`config.mk`:
```
export PLATFORM = sky130hd
export DESIGN_NAME = bytebus_ptr_port
export DESIGN_NICKNAME = d
export VERILOG_FILES = /design/src/rtl/bytebus_ptr_pkg.sv /design/src/rtl/bytebus_strobe_fsm.sv /design/src/rtl/bytebus_chan_regs.sv /design/src/rtl/bytebus_rd_mux.sv /design/src/rtl/bytebus_ptr_port.sv
export SDC_FILE = /design/constraint.sdc
export NUM_CORES = 1
export LEC_CHECK = 0
export ABC_AREA = 1
export BUFFER_PORTS_ARGS = -buffer_cell sky130_fd_sc_hd__buf_2
export CAP_MARGIN = 20
export CELL_PAD_IN_SITES_DETAIL_PLACEMENT = 0
export CELL_PAD_IN_SITES_GLOBAL_PLACEMENT = 2
export CORE_ASPECT_RATIO = 1.5
export CORE_MARGIN = 2
export CORE_UTILIZATION = 34
export DETAILED_ROUTE_END_ITERATION = 16
export PLACE_DENSITY_LB_ADDON = 0.12
export SKIP_LAST_GASP = 1
export SLEW_MARGIN = 40
export SYNTH_ARGS = -nofsm -noshare
export SYNTH_HDL_FRONTEND = slang
export SYNTH_SLANG_ARGS = --single-unit
```
`constraint.sdc`:
```
create_clock -name clk -period 6.3 [get_ports clk]
set_input_delay 0.63 -clock clk [delete_from_list [all_inputs] [get_ports clk]]
set_output_delay 0.63 -clock clk [all_outputs]
set_load 0.02 [all_outputs]
```
`src/rtl/bytebus_ptr_pkg.sv`:
```
package bytebus_ptr_pkg;
    typedef enum logic [1:0] {
        ST_IDLE  = 2'd0,
        ST_WRITE = 2'd1,
        ST_READ  = 2'd2
    } strobe_st_t;

    // register groups reachable by the write pointer, in sequence order
    localparam int GROUPS      = 4;
    // groups reachable in mode 0 (counter, reference A, preload)
    localparam int GROUPS_MODE0 = 3;
endpackage

```
`src/rtl/bytebus_strobe_fsm.sv`:
```
module bytebus_strobe_fsm
    import bytebus_ptr_pkg::*;
(
    input  logic clk,
    input  logic rst_n,
    input  logic wr_n,
    input  logic rd_n,
    output logic wr_done,
    output logic rd_done
);
    strobe_st_t state, state_nx;

    always_ff @(posedge clk or negedge rst_n) begin
        if (!rst_n) state <= ST_IDLE;
        else        state <= state_nx;
    end

    always_comb begin
        state_nx = state;
        wr_done  = 1'b0;
        rd_done  = 1'b0;
        unique case (state)
            ST_IDLE: begin
                if (!wr_n && rd_n)      state_nx = ST_WRITE;
                else if (!rd_n && wr_n) state_nx = ST_READ;
            end
            ST_WRITE: begin
                if (wr_n) begin
                    wr_done  = 1'b1;
                    state_nx = ST_IDLE;
                end
            end
            ST_READ: begin
                if (rd_n) begin
                    rd_done  = 1'b1;
                    state_nx = ST_IDLE;
                end
            end
            default: state_nx = ST_IDLE;
        endcase
    end
endmodule

```
`src/rtl/bytebus_chan_regs.sv`:
```
module bytebus_chan_regs
    import bytebus_ptr_pkg::*;
#(
    parameter int REGW = 24,
    parameter int PW   = 4,
    parameter int RW   = 2
) (
    input  logic                              clk,
    input  logic                              rst_n,
    input  logic                              sel,
    input  logic                              rd_single,
    input  logic                              cd,
    input  logic [7:0]                        din,
    input  logic                              wr_done,
    input  logic                              rd_done,
    input  logic [REGW-1:0]                   latch,
    output logic [GROUPS-1:0][REGW-1:0]       grp_val,
    output logic [PW-1:0]                     wr_ptr,
    output logic                              mode,
    output logic [7:0]                        rd_byte,
    output logic [7:0]                        status
);
    localparam int BYTES = REGW / 8;
    localparam logic [PW-1:0] LAST0 = PW'(GROUPS_MODE0 * BYTES - 1);
    localparam logic [PW-1:0] LAST1 = PW'(GROUPS * BYTES - 1);
    localparam logic [RW-1:0] RLAST = RW'(BYTES - 1);

    logic [7:0]    bank [GROUPS][BYTES];
    logic [RW-1:0] rd_idx;
    logic [PW-1:0] cmd_start;
    logic          cmd_mode;
    logic [PW-1:0] ptr_last;

    assign cmd_start = din[PW-1:0];
    assign cmd_mode  = din[PW];
    assign ptr_last  = mode ? LAST1 : LAST0;

    // write pointer, mode and register bytes
    always_ff @(posedge clk or negedge rst_n) begin
        if (!rst_n) begin
            wr_ptr <= '0;
            mode   <= 1'b0;
            for (int g = 0; g < GROUPS; g++)
                for (int b = 0; b < BYTES; b++)
                    bank[g][b] <= '0;
        end else if (wr_done && sel) begin
            if (cd) begin
                mode <= cmd_mode;
                if (cmd_start > (cmd_mode ? LAST1 : LAST0)) wr_ptr <= '0;
                else                                         wr_ptr <= cmd_start;
            end else begin
                for (int g = 0; g < GROUPS; g++)
                    for (int b = 0; b < BYTES; b++)
                        if (wr_ptr == PW'(g * BYTES + b)) bank[g][b] <= din;
                wr_ptr <= (wr_ptr >= ptr_last) ? '0 : wr_ptr + PW'(1);
            end
        end
    end

    // capture read index
    always_ff @(posedge clk or negedge rst_n) begin
        if (!rst_n) begin
            rd_idx <= '0;
        end else if (wr_done && sel && cd) begin
            rd_idx <= '0;
        end else if (rd_done && rd_single && !cd) begin
            rd_idx <= (rd_idx >= RLAST) ? '0 : rd_idx + RW'(1);
        end
    end

    always_comb begin
        rd_byte = '0;
        for (int b = 0; b < BYTES; b++)
            if (rd_idx == RW'(b)) rd_byte = latch[b*8 +: 8];
    end

    assign status = 8'({rd_idx, mode, wr_ptr});

    for (genvar g = 0; g < GROUPS; g++) begin : g_grp
        for (genvar b = 0; b < BYTES; b++) begin : g_byte
            assign grp_val[g][b*8 +: 8] = bank[g][b];
        end
    end
endmodule

```
`src/rtl/bytebus_rd_mux.sv`:
```
module bytebus_rd_mux #(
    parameter int NCH = 4
) (
    input  logic [NCH-1:0]      ce_n,
    input  logic                rd_n,
    input  logic                cd,
    input  logic [NCH-1:0][7:0] rd_byte_all,
    input  logic [NCH-1:0][7:0] status_all,
    output logic [NCH-1:0]      one_sel,
    output logic [7:0]          dout,
    output logic                dout_en
);
    int n_en;

    always_comb begin
        n_en = 0;
        for (int i = 0; i < NCH; i++)
            if (!ce_n[i]) n_en = n_en + 1;
        one_sel = (n_en == 1) ? ~ce_n : '0;
        dout_en = !rd_n && (n_en == 1);
        dout    = '0;
        for (int i = 0; i < NCH; i++)
            if (one_sel[i]) dout = cd ? status_all[i] : rd_byte_all[i];
    end
endmodule

```
`src/rtl/bytebus_ptr_port.sv`:
```
module bytebus_ptr_port
    import bytebus_ptr_pkg::*;
#(
    parameter int NCH  = 4,
    parameter int REGW = 24
) (
    input  logic                clk,
    input  logic                rst_n,
    input  logic [NCH-1:0]      ce_n,
    input  logic                cd,
    input  logic                wr_n,
    input  logic                rd_n,
    input  logic [7:0]          din,
    output logic [7:0]          dout,
    output logic                dout_en,
    input  logic [NCH*REGW-1:0] latch_in,
    output logic [NCH*REGW-1:0] cnt_out,
    output logic [NCH*REGW-1:0] refa_out,
    output logic [NCH*REGW-1:0] pre_out,
    output logic [NCH*REGW-1:0] refb_out
);
    localparam int BYTES = REGW / 8;
    localparam int PW    = $clog2(GROUPS * BYTES);
    localparam int RW    = (BYTES > 1) ? $clog2(BYTES) : 1;

    logic                  wr_done, rd_done;
    logic [NCH-1:0]        one_sel;
    logic [NCH-1:0][7:0]   rd_byte_all;
    logic [NCH-1:0][7:0]   status_all;
    logic [NCH-1:0][PW-1:0] wr_ptr_all;
    logic [NCH-1:0]        mode_all;

    bytebus_strobe_fsm u_fsm (
        .clk     (clk),
        .rst_n   (rst_n),
        .wr_n    (wr_n),
        .rd_n    (rd_n),
        .wr_done (wr_done),
        .rd_done (rd_done)
    );

    for (genvar i = 0; i < NCH; i++) begin : g_ch
        logic [GROUPS-1:0][REGW-1:0] grp_val;

        bytebus_chan_regs #(.REGW(REGW), .PW(PW), .RW(RW)) u_regs (
            .clk       (clk),
            .rst_n     (rst_n),
            .sel       (!ce_n[i]),
            .rd_single (one_sel[i]),
            .cd        (cd),
            .din       (din),
            .wr_done   (wr_done),
            .rd_done   (rd_done),
            .latch     (latch_in[i*REGW +: REGW]),
            .grp_val   (grp_val),
            .wr_ptr    (wr_ptr_all[i]),
            .mode      (mode_all[i]),
            .rd_byte   (rd_byte_all[i]),
            .status    (status_all[i])
        );

        assign cnt_out [i*REGW +: REGW] = grp_val[0];
        assign refa_out[i*REGW +: REGW] = grp_val[1];
        assign pre_out [i*REGW +: REGW] = grp_val[2];
        assign refb_out[i*REGW +: REGW] = grp_val[3];
    end

    bytebus_rd_mux #(.NCH(NCH)) u_mux (
        .ce_n        (ce_n),
        .rd_n        (rd_n),
        .cd          (cd),
        .rd_byte_all (rd_byte_all),
        .status_all  (status_all),
        .one_sel     (one_sel),
        .dout        (dout),
        .dout_en     (dout_en)
    );
endmodule

```
# ---- Yosys cells after proc, flatten, opt, wreduce, memory -nomap -nowiden
# Index checks and enable logic that the tools add are counted.
dict set report totals {
  inputBits 113
  wordCells 293
  reg_bits 414
  out_inout_bits 393
}
dict set report classes {
  muxes 60
  n_reduce_logical 92
  addsub 11
  bitwise_logic 2
  eq_ne 58
  order_cmp 9
}
# cell count
set op_table {}
lappend op_table {{two-way mux 8 bit} 20}
lappend op_table {{AND reduction 3 bit} 49}
lappend op_table {{two-way mux 32 bit} 3}
lappend op_table {{adder 32 x 2 -> 32 bit, second input constant} 2}
lappend op_table {{== test 4 x 3 -> 1 bit, second input constant} 16}
lappend op_table {{== test 4 bit, second input constant} 16}
lappend op_table {{two-way mux 2 bit} 21}
lappend op_table {{two-way mux 4 bit} 10}
lappend op_table {{== test 32 x 2 -> 1 bit, second input constant} 1}
lappend op_table {{== test 4 x 2 -> 1 bit, second input constant} 8}
lappend op_table {{logical AND 1 bit} 19}
lappend op_table {{adder 4 x 1 -> 4 bit, second input constant} 4}
lappend op_table {{== test 4 x 1 -> 1 bit, second input constant} 4}
lappend op_table {{greater-or-equal comparator 4 bit} 4}
lappend op_table {{logical NOT 4 bit} 4}
lappend op_table {{== test 2 x 1 -> 1 bit, second input constant} 5}
lappend op_table {{== test 2 bit, second input constant} 5}
lappend op_table {{logical NOT 2 bit} 5}
lappend op_table {{adder 2 x 1 -> 2 bit, second input constant} 4}
lappend op_table {{greater-or-equal comparator 2 bit, second input constant} 4}
lappend op_table {{AND reduction 2 bit} 4}
lappend op_table {{nonzero test 2 bit} 4}
lappend op_table {{logical NOT 1 bit} 7}
lappend op_table {{case mux 2 bit (3 select lines)} 1}
lappend op_table {{7 further kinds} 12}

# ---- Depth between registers and ports, before layout
dict set report logic_depth {
  depth_word 13
  depth_mapped 19
}

# ---- Cells and area by module
# A second synthesis with hierarchy kept.
dict set report unflattened {
  cells_unflattened 2018
  hier_area_um2 18213.7
}
# mod instances cells_per_inst area_per_inst_um2
set modules_own_cells {}
lappend modules_own_cells {{bytebus_chan_regs (g_ch[0].u_regs ...)} 3 463 4270.3}
lappend modules_own_cells {{bytebus_chan_regs (g_ch[2].u_regs)} 1 465 4360.4}
lappend modules_own_cells {bytebus_rd_mux 1 139 888.4}
lappend modules_own_cells {bytebus_strobe_fsm 1 21 138.9}
lappend modules_own_cells {bytebus_ptr_port 1 4 15.0}

# ---- Worst setup path before layout
# No wires, ideal clock.
dict set report synth_path {
  kind {input to output}
  from {in ce_n[1]}
  to {out dout[0]}
  required_time_ps 5670
  stages 14
  setup_slack_ps 2771
  t_arrival_ps 2899
  cell_sequence {clkbuf_1 > clkinv_1 > ha_1 > inv_1 > nand2_1 > nand2_2 > inv_1 > ha_1 > nor2_1 > nand2_1 > nor2_2 > buf_2 > o211ai_1 > nand2_1}
}
dict set report synth_between {
  elab_chain_cells 11
}
# item line
set synth_lines {}
lappend synth_lines {{from (decl)} bytebus_ptr_port.sv:9} ;# input logic [NCH-1:0] ce_n,
lappend synth_lines {{two-way mux 32 bit} bytebus_rd_mux.sv:18} ;# if (!ce_n[i]) n_en = n_en + 1;
lappend synth_lines {{adder 32 x 2 -> 32 bit} bytebus_rd_mux.sv:18}
lappend synth_lines {{two-way mux 32 bit} bytebus_rd_mux.sv:18}
lappend synth_lines {{adder 32 x 2 -> 32 bit} bytebus_rd_mux.sv:18}
lappend synth_lines {{two-way mux 32 bit} bytebus_rd_mux.sv:18}
lappend synth_lines {{== test 32 x 2 -> 1 bit} bytebus_rd_mux.sv:19} ;# one_sel = (n_en == 1) ? ~ce_n : '0;
lappend synth_lines {{two-way mux 4 bit (*)} bytebus_rd_mux.sv:19}
lappend synth_lines {{two-way mux 8 bit (3 in a row)} bytebus_rd_mux.sv:23} ;# if (one_sel[i]) dout = cd ? status_all[i] : rd_byte_all[i];
lappend synth_lines {{two-way mux 8 bit (*)} bytebus_rd_mux.sv:23}
lappend synth_lines {{to (decl)} bytebus_ptr_port.sv:14} ;# output logic [7:0] dout,
# Mark *: on every way between the ends. The rest lies on a longest branch, timed or not.

# ---- Final worst setup path
dict set report layout_path {
  from {in ce_n[1]}
  to {out dout[7]}
}
# Same word-level chain as after synthesis.

==> results by stage <==
Timing:
- Subtracting the final worst setup slack from the clock period gives around 4.3 ns.
- For this run, the top clock speed supported by timing is ~0.23 GHz.
- The setup TNS after final layout is 0 ns.
- The worst-margin pin slew is between 0.8 and 0.9 ns.
- The number of setup violations in the final report is 0.
- The share of the cycle needed by the critical path after routing is about 68%.
- The number of slew-limit violations in the final report is 0.
- Setup repair after global routing left no endpoint under its margin.
- The count of endpoints failing hold in the final timing report came to 0.
- The clock arrives with between 0.03 and 0.04 ns of skew.
- Headroom to the max-slew limit came out at 45.7%.
- After layout, the worst setup slack is about 2 ns.

Yosys:
- The share of the yosys chip area belonging to registers is roughly 58%.
- The dominant register cell in the synthesized netlist is sky130_fd_sc_hd__dfrtp_1.
- The average cell area after synthesis is 9.62 sq um.
- The gate count after technology mapping is between 1500 and 2000.
- The synthesized-area fraction occupied by adder cells is between 2 and 2.5%.
- Yosys mapped a number of flops with a built-in enable equal to 0.
- The share of the synthesized area in compound gates (AO/OA/AOI/OAI) is a little over an eighth.
- The number of synthesized register bits is between 400 and 500.
- Measured against the total synthesized area, the mux share comes to 0%.
- For this run, asynchronously set or reset flops after synthesis account for 100%.
- For this run, the number of Yosys warnings is 0.
- The number of nets in the synthesized netlist is 2000.
- The area of the mapped netlist is approximately 0.018 sq mm.
- The synthesized netlist devotes less than 1% of its cell area to XOR and XNOR gates.
- The simple-gate share of the synthesized area is about a fifth.
- The post-synthesis cell type count is 32.
- The dominant combinational cell family by area after synthesis is simple AND/OR/NAND/NOR gates.

Critical path:
- The nature of the critical path startpoint is an input port.
- The sum of buffers and inverters on the critical path is 8.
- At the worst endpoint, the required time is roughly 5.7 ns.
- On the worst path, the slowest cell contributes a delay of about 0.55 ns.
- The cell seen most often among critical-path stages is sky130_fd_sc_hd__inv_1.
- The worst setup path is captured at an output pin.
- The largest fanout of any net on the critical path is 17.
- The largest individual stage delay along the critical path comes from the cell sky130_fd_sc_hd__nor2_2.
- Traced cell by cell, the critical path runs through buf_2 > clkinv_1 > ha_1 > inv_1 > nand2_1 > nand2_2 > inv_1 > ha_1 > inv_1 > o21ai_0 > nand2_1 > inv_1 > nor2_2 > nor2_1 > o21ai_0 > inv_1 > nand2_1 > nand2_1 > buf_2.
- The largest delay contributor family on the critical path is simple AND/OR/NAND/NOR gates.
- The critical path arrival is about 3.7 ns.
- The critical path in this run is classified as in -> out.

CTS:
- The clock-pin slew of the registers on the worst-case setup and hold paths is 0.06 ns.
- The clock net in this run drives a total of 414 sinks.
- The later-pin clock latency in the skew report is ~0.56 ns.
- The post-CTS setup buffer count is 0.
- Counting along the longest clock path gives a buffer depth of 3.
- The CTS tree is done.
- Buffers inserted during clock tree synthesis total 42.
- Once the clock tree was built, the resizer swapped 0 gates to a different size.
- The number of levels the H-tree was split into is 2.
- The clock root buffer master is sky130_fd_sc_hd__clkbuf_16.

Pwr:
- The portion of total power attributed to the clock network is 32.3%.
- The share of total power consumed by net switching is roughly 36%.
- The overall power of the completed layout is roughly 8 mW.
- The power density normalized to cell area is about 350 mW/mm^2.
- The worst-case IR drop observed on VDD is between 200 and 250 uV.
- Combinational logic burns 25.3% of the power.
- The internal portion of the total power is a little over 5 mW.
- Summed over all cells, the static leakage comes to ~11 nW.
- The part of the total power dissipated in sequential elements is a little over two fifths.
- The analysis attributes to net switching a power of approximately 2.8 mW.

Placed design:
- The worst slack at placement is approximately 2.1 ns.
- Routability-driven placement finished with a final weighted congestion of slightly below 0.9.
- Buffers placed on the I/O ports in this run total approximately 500.
- Once placement finished, the instance area stood at about 0.02 sq mm.
- The wire-length estimate of the detail-placed layout is 43.0 mm.

Floorplanning:
- The area of the core is 0.0518 sq mm.
- The die covers 0.0545 sq mm.
- For this configuration, the core starts out at a cell density of approximately a third.
- The die is between 150 and 200 um wide.
- The site row count is 102.
- The die extent in y is between 200 and 300 um.
- The total I/O pin count is slightly above 500.

Drt:
- The number of vias per cell is between 4 and 5.
- The final routed wire length divided by cell count is roughly 21 um.
- The count of vias placed by the detailed router is about 15000.
- The remaining antenna violation count after routing is 0.
- The starting DRC count in detailed routing is slightly below 1000.
- The routed design has 62.3 mm of wire.
- The detailed-router iteration count before antenna repair is 5.
- The DRC violation count after routing is 0.

Cells and area:
- The most common cell after layout, fill and taps aside is sky130_fd_sc_hd__nand2_1.
- After routing the design area is approximately 0.022 sq mm.
- The final standard cell utilization of the core is a little over two fifths.
- Compared with the post-synthesis result, the final layout area differs by 23.6%.
- The library cells used most frequently in the layout, excluding fill and tap cells, are sky130_fd_sc_hd__nand2_1 (561), sky130_fd_sc_hd__buf_2 (504), sky130_fd_sc_hd__dfrtp_1 (414).
- The number of filler instances in the final layout is 5336.
- The fraction of layout instances using a drive strength above 1 is between 20% and 30%.
- The final layout contains between 2000 and 2500 nets.

Global routing:
- The first global-routing pass estimated 93.3 mm of wire.
- The via count of the first global-routing pass came to 14400.
- The overall global routing resource usage is 22.6%.
- Entering global routing, the biggest net connects 160 pins.
- The initial antenna violation count is 4.
- Global routing finished with a remaining overflow of 0.

Job:
- The tool flagged a number of max-cap violations equal to 0.

Outcome:
- The run finished with clean final reports.

Min path:
- The classification of the worst-slack hold path is in -> reg.
-- worst reg2reg max path, cell delays in order (launching register included) --
cell                      delay (ns)
sky130_fd_sc_hd__dfrtp_1        0.40
sky130_fd_sc_hd__inv_1          0.10
sky130_fd_sc_hd__nand3_4        0.14
sky130_fd_sc_hd__nor2_4         0.25
sky130_fd_sc_hd__inv_2          0.10
sky130_fd_sc_hd__nor2_4         0.48
sky130_fd_sc_hd__nand4_1        0.66
sky130_fd_sc_hd__o21ai_0        0.40
-- layer usage --
layer / track usage [%] / part of all wire [%]
met4: 6.29 / 2.7
met2: 38.8 / 49
met3: 5.75 / 7.7
met1: 27.9 / 40
met5: 0 / 0.053
-- cell type report --
cell class | count | area, sq um | area share, %
diodes | 2 | 5.00 | 0.0227
clock buffers | 65 | 1300 | 5.88
clock inverters | 11 | 106 | 0.481
inverters | 62 | 235 | 1.06
multi-input cells | 1270 | 6500 | 29.4
flip-flops and latches | 414 | 10400 | 46.9
well taps | 676 | 846 | 3.83
repair buffers | 521 | 2740 | 12.4
-- state kept, by name (all words and copies together), names as in the netlist --
register             cells
g_ch.u_regs.grp_val    384
g_ch.u_regs.rd_idx       8
g_ch.u_regs.mode         4
g_ch.u_regs.wr_ptr      16
u_fsm.state              2
-- repair_timing --
| item | in CTS | in global routing |
|---|---|---|
| endpoints found under the hold margin | 0 | 26 |
| hold buffers | 0 | 1 |
| setup endpoints to repair | 0 | 0 |
-- power by group through the flow --
| stage | Sequential, mW | Clock [mW] | Combinational [mW] |
|---|---|---|---|
| after CTS | 3.33 | 2.60 | 2.01 |
| final | 3.32 | 2.53 | 1.98 |
| after global routing | 3.38 | 2.71 | 2.20 |
| after detailed placement | 3.37 | 0 | 2.00 |
| after floorplan | 3.61 | 0 | 0.923 |
| after global placement | 3.36 | 0 | 1.99 |
-- cell usage after synthesis (all sizes together) (2+ instances only) --
cell type	count	share of area (%)
o221ai	4	0.20
o21ai	417	12
clkinv	4	0.084
a31oi	12	0.42
dfrtp	414	58
nor2	67	1.9
nand3	100	4.9
a22oi	2	0.084
clkbuf	47	0.99
o211ai	7	0.29
nand2	563	12
inv	58	1.2
buf	65	3.4
a21oi	13	0.36
xor2	4	0.20
ha	29	2.0
nand4	49	2.4
-- final timing paths --
kind	slack, ns	startpoint	end	cells past startpoint
worst max register to register	3.68	u_fsm.state[1]	g_ch[0].u_regs.grp_val[45]	7
min in group asynchronous	0.55	rst_n	g_ch[0].u_regs.grp_val[3]	2
worst max-delay path	2.00	ce_n[1]	dout[7]	19
max in group asynchronous	4.19	rst_n	g_ch[3].u_regs.grp_val[77]	5
worst min register to register	0.48	g_ch[2].u_regs.grp_val[28]	g_ch[2].u_regs.grp_val[28]	2
worst min-delay path	0.34	rd_n	u_fsm.state[1]	2
-- stage by stage --
step / instances / hold WS (ns)
final: 3021 / 0.340
after CTS: 3015 / 0.136
after global routing: 3019 / 0.343
after floorplan: 1858 / 0.334
after detailed placement: 2939 / 0.467
after global placement: 2939 / 0.462
-- kinds of logic (layout without fill, tap and decap cells) --
| group | after synthesis | count (layout) |
|---|---|---|
| xor gates and xnor gates | 4 | 4 |
| AOI/OAI and AO/OA | 456 | 456 |
| adders and majority gates | 29 | 29 |
| buffers and inverters | 174 | 659 |
| other | 0 | 2 |
| DFF | 414 | 414 |
| and+or+nand+nor | 781 | 781 |
No activity file was read; power rests on OpenSTA's default activity.
